$ cat src/rtl/prenorm_pkg.sv
package prenorm_pkg;
  localparam int MAXW = 64;
  typedef logic [MAXW-1:0] wide_t;

  // mask with the n low bits set
  function automatic wide_t low_mask(input int n);
    if (n >= MAXW) return '1;
    return (wide_t'(1) << n) - wide_t'(1);
  endfunction

  // true when the n low bits of v are all zero
  function automatic logic low_zero(input wide_t v, input int n);
    return (v & low_mask(n)) == '0;
  endfunction

  // two's complement negation on the wide type; callers truncate
  function automatic wide_t neg_wide(input wide_t v);
    return ~v + wide_t'(1);
  endfunction
endpackage

$ cat src/rtl/prenorm_tz_stage.sv
module prenorm_tz_stage
  import prenorm_pkg::*;
#(
  parameter int WIDTH = 16,
  parameter int SHIFT = 8
) (
  input  logic [WIDTH-1:0] val_i,
  output logic [WIDTH-1:0] val_o,
  output logic             hit_o
);
  always_comb begin
    hit_o = low_zero(wide_t'(val_i), SHIFT);
    val_o = hit_o ? (val_i >> SHIFT) : val_i;
  end
endmodule

$ cat src/rtl/prenorm_tz.sv
module prenorm_tz #(
  parameter int WIDTH = 16,
  localparam int NSTAGE = $clog2(WIDTH),
  localparam int CNT_W  = NSTAGE + 1
) (
  input  logic [WIDTH-1:0] operand_i,
  output logic [WIDTH-1:0] odd_o,
  output logic [CNT_W-1:0] count_o,
  output logic             zero_o
);
  logic [NSTAGE:0][WIDTH-1:0] chain;
  logic [NSTAGE-1:0]          hits;

  assign chain[0] = operand_i;

  for (genvar k = 0; k < NSTAGE; k++) begin : g_stage
    localparam int SH = 1 << (NSTAGE - 1 - k);
    prenorm_tz_stage #(.WIDTH(WIDTH), .SHIFT(SH)) u_stage (
      .val_i (chain[k]),
      .val_o (chain[k+1]),
      .hit_o (hits[NSTAGE-1-k])
    );
  end

  always_comb begin
    zero_o  = (operand_i == '0);
    odd_o   = chain[NSTAGE];
    count_o = zero_o ? CNT_W'(WIDTH) : {1'b0, hits};
  end
endmodule

$ cat src/rtl/prenorm_fold.sv
module prenorm_fold
  import prenorm_pkg::*;
#(
  parameter int WIDTH    = 16,
  parameter int SIGN_POS = 2
) (
  input  logic [WIDTH-1:0] odd_i,
  output logic             sign_o,
  output logic [WIDTH-1:0] folded_o
);
  always_comb begin
    sign_o   = odd_i[SIGN_POS];
    folded_o = sign_o ? WIDTH'(neg_wide(wide_t'(odd_i))) : odd_i;
  end
endmodule

$ cat src/rtl/prenorm_pack.sv
module prenorm_pack #(
  parameter int WIDTH    = 16,
  parameter int SIGN_POS = 2,
  localparam int IDX_W   = WIDTH - 3
) (
  input  logic [WIDTH-1:0] folded_i,
  output logic [IDX_W-1:0] index_o
);
  // keep bits 1 .. WIDTH-2, skipping the sign position
  for (genvar j = 1; j <= WIDTH - 2; j++) begin : g_bit
    if (j < SIGN_POS) begin : g_lo
      assign index_o[j-1] = folded_i[j];
    end else if (j > SIGN_POS) begin : g_hi
      assign index_o[j-2] = folded_i[j];
    end
  end
endmodule

$ cat src/rtl/prenorm_top.sv
module prenorm_top #(
  parameter int WIDTH    = 16,
  parameter int SIGN_POS = 2
) (
  input  logic                      clk,
  input  logic                      rst_n,
  input  logic [WIDTH-1:0]          operand_i,
  output logic [$clog2(WIDTH):0]    tz_count_o,
  output logic                      sign_o,
  output logic [WIDTH-4:0]          index_o,
  output logic                      zero_o
);
  localparam int CNT_W = $clog2(WIDTH) + 1;
  localparam int IDX_W = WIDTH - 3;

  logic [WIDTH-1:0] odd_w;
  logic [CNT_W-1:0] cnt_w;
  logic             zero_w;
  logic             sign_w;
  logic [WIDTH-1:0] folded_w;
  logic [IDX_W-1:0] index_w;

  prenorm_tz #(.WIDTH(WIDTH)) u_tz (
    .operand_i (operand_i),
    .odd_o     (odd_w),
    .count_o   (cnt_w),
    .zero_o    (zero_w)
  );

  prenorm_fold #(.WIDTH(WIDTH), .SIGN_POS(SIGN_POS)) u_fold (
    .odd_i    (odd_w),
    .sign_o   (sign_w),
    .folded_o (folded_w)
  );

  prenorm_pack #(.WIDTH(WIDTH), .SIGN_POS(SIGN_POS)) u_pack (
    .folded_i (folded_w),
    .index_o  (index_w)
  );

  always_ff @(posedge clk or negedge rst_n) begin
    if (!rst_n) begin
      tz_count_o <= '0;
      sign_o     <= 1'b0;
      index_o    <= '0;
      zero_o     <= 1'b0;
    end else begin
      tz_count_o <= cnt_w;
      sign_o     <= sign_w;
      index_o    <= index_w;
      zero_o     <= zero_w;
    end
  end

  // normalizer: odd factor shifted back by the count rebuilds the operand
  AST_ODD_REBUILDS: assert property (@(posedge clk) disable iff (!rst_n)
    !zero_w |-> (odd_w[0] && (WIDTH'(odd_w << cnt_w) == operand_i)));
  AST_COUNT_RANGE: assert property (@(posedge clk) disable iff (!rst_n)
    cnt_w <= CNT_W'(WIDTH));
  AST_ZERO_REPORT: assert property (@(posedge clk) disable iff (!rst_n)
    zero_o |-> (tz_count_o == CNT_W'(WIDTH) && index_o == '0 && !sign_o));
  // fold: result stays odd and the sign position is always cleared
  AST_FOLD_CLEARS_SIGN: assert property (@(posedge clk) disable iff (!rst_n)
    !zero_w |-> (folded_w[0] && !folded_w[SIGN_POS]));
  AST_FOLD_KEEPS_ODD: assert property (@(posedge clk) disable iff (!rst_n)
    !sign_w |-> (folded_w == odd_w));
  AST_ONE_CYCLE: assert property (@(posedge clk) disable iff (!rst_n)
    1'b1 |=> (zero_o == ($past(operand_i) == '0)));
endmodule

$ cat config.mk
export PLATFORM = sky130hd
export DESIGN_NAME = prenorm_top
export DESIGN_NICKNAME = d
export VERILOG_FILES = /design/src/rtl/prenorm_pkg.sv /design/src/rtl/prenorm_tz_stage.sv /design/src/rtl/prenorm_tz.sv /design/src/rtl/prenorm_fold.sv /design/src/rtl/prenorm_pack.sv /design/src/rtl/prenorm_top.sv
export SDC_FILE = /design/constraint.sdc
export NUM_CORES = 1
export LEC_CHECK = 0
export BUFFER_PORTS_ARGS = -buffer_cell sky130_fd_sc_hd__buf_2
export CAP_MARGIN = 20
export CORE_ASPECT_RATIO = 0.75
export CORE_MARGIN = 1
export CORE_UTILIZATION = 28
export DETAILED_ROUTE_END_ITERATION = 10
export SYNTH_ARGS = -nofsm -noshare
export SYNTH_HDL_FRONTEND = slang
export SYNTH_HIERARCHICAL = 1
export SYNTH_SLANG_ARGS = --single-unit
$ cat constraint.sdc
create_clock -name clk -period 0.8 [get_ports clk]
set_clock_uncertainty 0.1 [all_clocks]
set_input_delay 0.08 -clock clk [delete_from_list [all_inputs] [get_ports clk]]
set_output_delay 0.08 -clock clk [all_outputs]
set_load 0.005 [all_outputs]
==> results.yml <==
grt:
  antenna_found_initial: 0
  grt_pass1_wl_um: 8150
  grt_pass1_vias: 1668
  track_usage_pct: 15.3
  grt_max_degree: 21
  grt_overflow: 0
floorplanning:
  core-area_mm2: 0.00638
  die-width_um: 96.3
  die_area_mm2: 0.00700
  io_pins: 38
  initial_core_util_pct: 29.3
  num_rows: 25
  die_h_um: 72.7
worst_setup_path:
  max_stage_delay_ps: 350
  crit_path_start_kind: "input port"
  crit_arrival_ps: 2780
  crit_type: "input port to flip-flop"
  cpMaxStageDelayCell: "nor4_4"
  critPathCaptureType: "flip-flop"
  cp.required_ps: 850
  worstPathCellList: "buf_8, nor4_4, a41o_1, nor2_2, a31o_4, nor2_4, buf_6, buf_4, mux2_4, mux2_4, nor4b_4, a31oi_1, xor2_1"
  critPathMaxFanout: 3
  crit_top_cell: "mux2_4"
power_and_ir_drop:
  total_power_w: 0.00412
  power-per-cell-area_mw_per_mm2: 1310
  leakage_nw: 1.54
  vdd_drop_max_uv: 663
sta:
  tns_ps: -29120
  finalSetupViolations: 40
  finalCritPeriodShare_pct: 341
  worstMarginPinSlew_ps: 354
  relSlewSlack_pct: 76.2
  finalHoldViolations: 0
  rsz0062_at_grt: "true"
  setup_slack_ps: -1930
  max_freq_mhz: 366
  drv_slew: 0
  fin_crit_ps: 2730
flow_run:
  cap_violations: 0
place:
  placed_area_mm2: 0.00237
  dp.cells: 308
  place_hpwl_um: 3300
  place_congestion: 0.788
  port_buffers: 37
routing:
  wirelength_um: 4820
  wl_met2_um: 2520
  vias_per_cell: 4.44
  first_iter_violations: 20
  drc: 0
  m1WireLength_um: 2140
  ant_nets: 0
  top_layer_used: "met4"
  routed-wl-met3_um: 119
  wire_per_inst_um: 13.8
  vias: 1548
  dr.pass1.iters: 3
cts:
  cts_buffers: 3
  cts_num_sinks: 20
  cts_root_buffer: "clkbuf_8"
  cts_tree: "built"
  htree_levels: 1
  clk_pin_slew_ps: 80
  cts_buffer_depth: 2
yosys:
  yosys_warnings: 6
  syn_area_per_cell_um2: 11.0
  syn-num-nets: 189
  syn_area_mm2: 0.00187
  postSynthCellCount: 169
final_layout:
  nNetsFinal: 289
  antennaDiodeCount: 0
  fill_cells: 592
  fin_area_mm2: 0.00315
  layout-drive-gt1-share_pct: 73.5
  final_cells: 349
  final_util_pct: 49.3
  area_growth_syn_to_layout_pct: 68.5
outcome:
  violations: "negative setup slack"
  status: "finished, violations left"
hold_path:
  hp-class: "input port to async pin"
[timing repair]
action,CTS,global route
resized for setup,83,25
pin swaps,30,8
cloned,1,0
hold endpoints to repair,20,0
setup buffers,33,3
hold buffers,1,0
setup endpoints to repair,40,60
[registers in the layout, summed over array words and instances (netlist names)]
name and flops:
index_o 13, tz_count_o 5, sign_o 1, zero_o 1
[layout by cell type (no fill, tap or decap), types with 3 or more instances in the layout]
| cell | count |
|---|---|
| mux2_2 | 6 |
| a21boi_0 | 8 |
| a41oi_2 | 4 |
| buf_6 | 46 |
| mux2_4 | 28 |
| clkbuf_8 | 3 |
| buf_4 | 35 |
| buf_8 | 4 |
| nor4_4 | 7 |
| a41o_1 | 8 |
| dfrtp_1 | 20 |
| nor2_1 | 4 |
| inv_2 | 9 |
| a31o_4 | 3 |
| buf_12 | 5 |
| buf_2 | 25 |
| xor2_1 | 11 |
| and2b_2 | 6 |
| inv_1 | 12 |
[per-stage QoR]
| step | hold WS (ps) | setup WS (ps) |
|---|---|---|
| floorplan | -316 | -2100 |
| global placement | -54.1 | -2190 |
| detailed placement | -41.6 | -2250 |
| CTS | 203 | -1860 |
| global route | 189 | -2030 |
| finish | 149 | -1930 |
[layout make-up]
| type | count | area [um2] | share of cell area [%] |
|---|---|---|---|
| well taps | 81 | 101 | 3.22 |
| clock inverters | 1 | 30.0 | 0.955 |
| multi-input cells | 103 | 1270 | 40.4 |
| repair buffers | 118 | 1110 | 35.3 |
| clock buffers | 3 | 41.3 | 1.31 |
| flip-flops and latches | 20 | 500 | 15.9 |
| inverters | 23 | 91.3 | 2.90 |
[metal layers]
metal  GRT usage [%]  vias up
met5               0        -
met4            3.98        0
met3            2.19        2
met2            28.5       22
met1            18.3      745
li1                -      779
[report_power, final]
group / internal, W / total, W / switching (W)
clock network: 0.000668 / 0.00104 / 0.000372
logic: 0.00111 / 0.00185 / 0.000745
registers: 0.00119 / 0.00123 / 0.0000405
[worst paths after layout]
check	to	startpoint
min	tz_count_o[2]	rst_n
min in group clk	tz_count_o[3]	operand_i[8]
max	index_o[12]	operand_i[4]
max in group asynchronous	index_o[6]	rst_n
[critical path, delay by kind of cell]
kind	cells	cell delay (ps)
muxes	2	590
AOI/OAI and AO/OA	3	690
buffers and inverters	3	330
and+or+nand+nor	4	930
xor gates and xnor gates	1	160
Power figures use the tool's default switching activity.
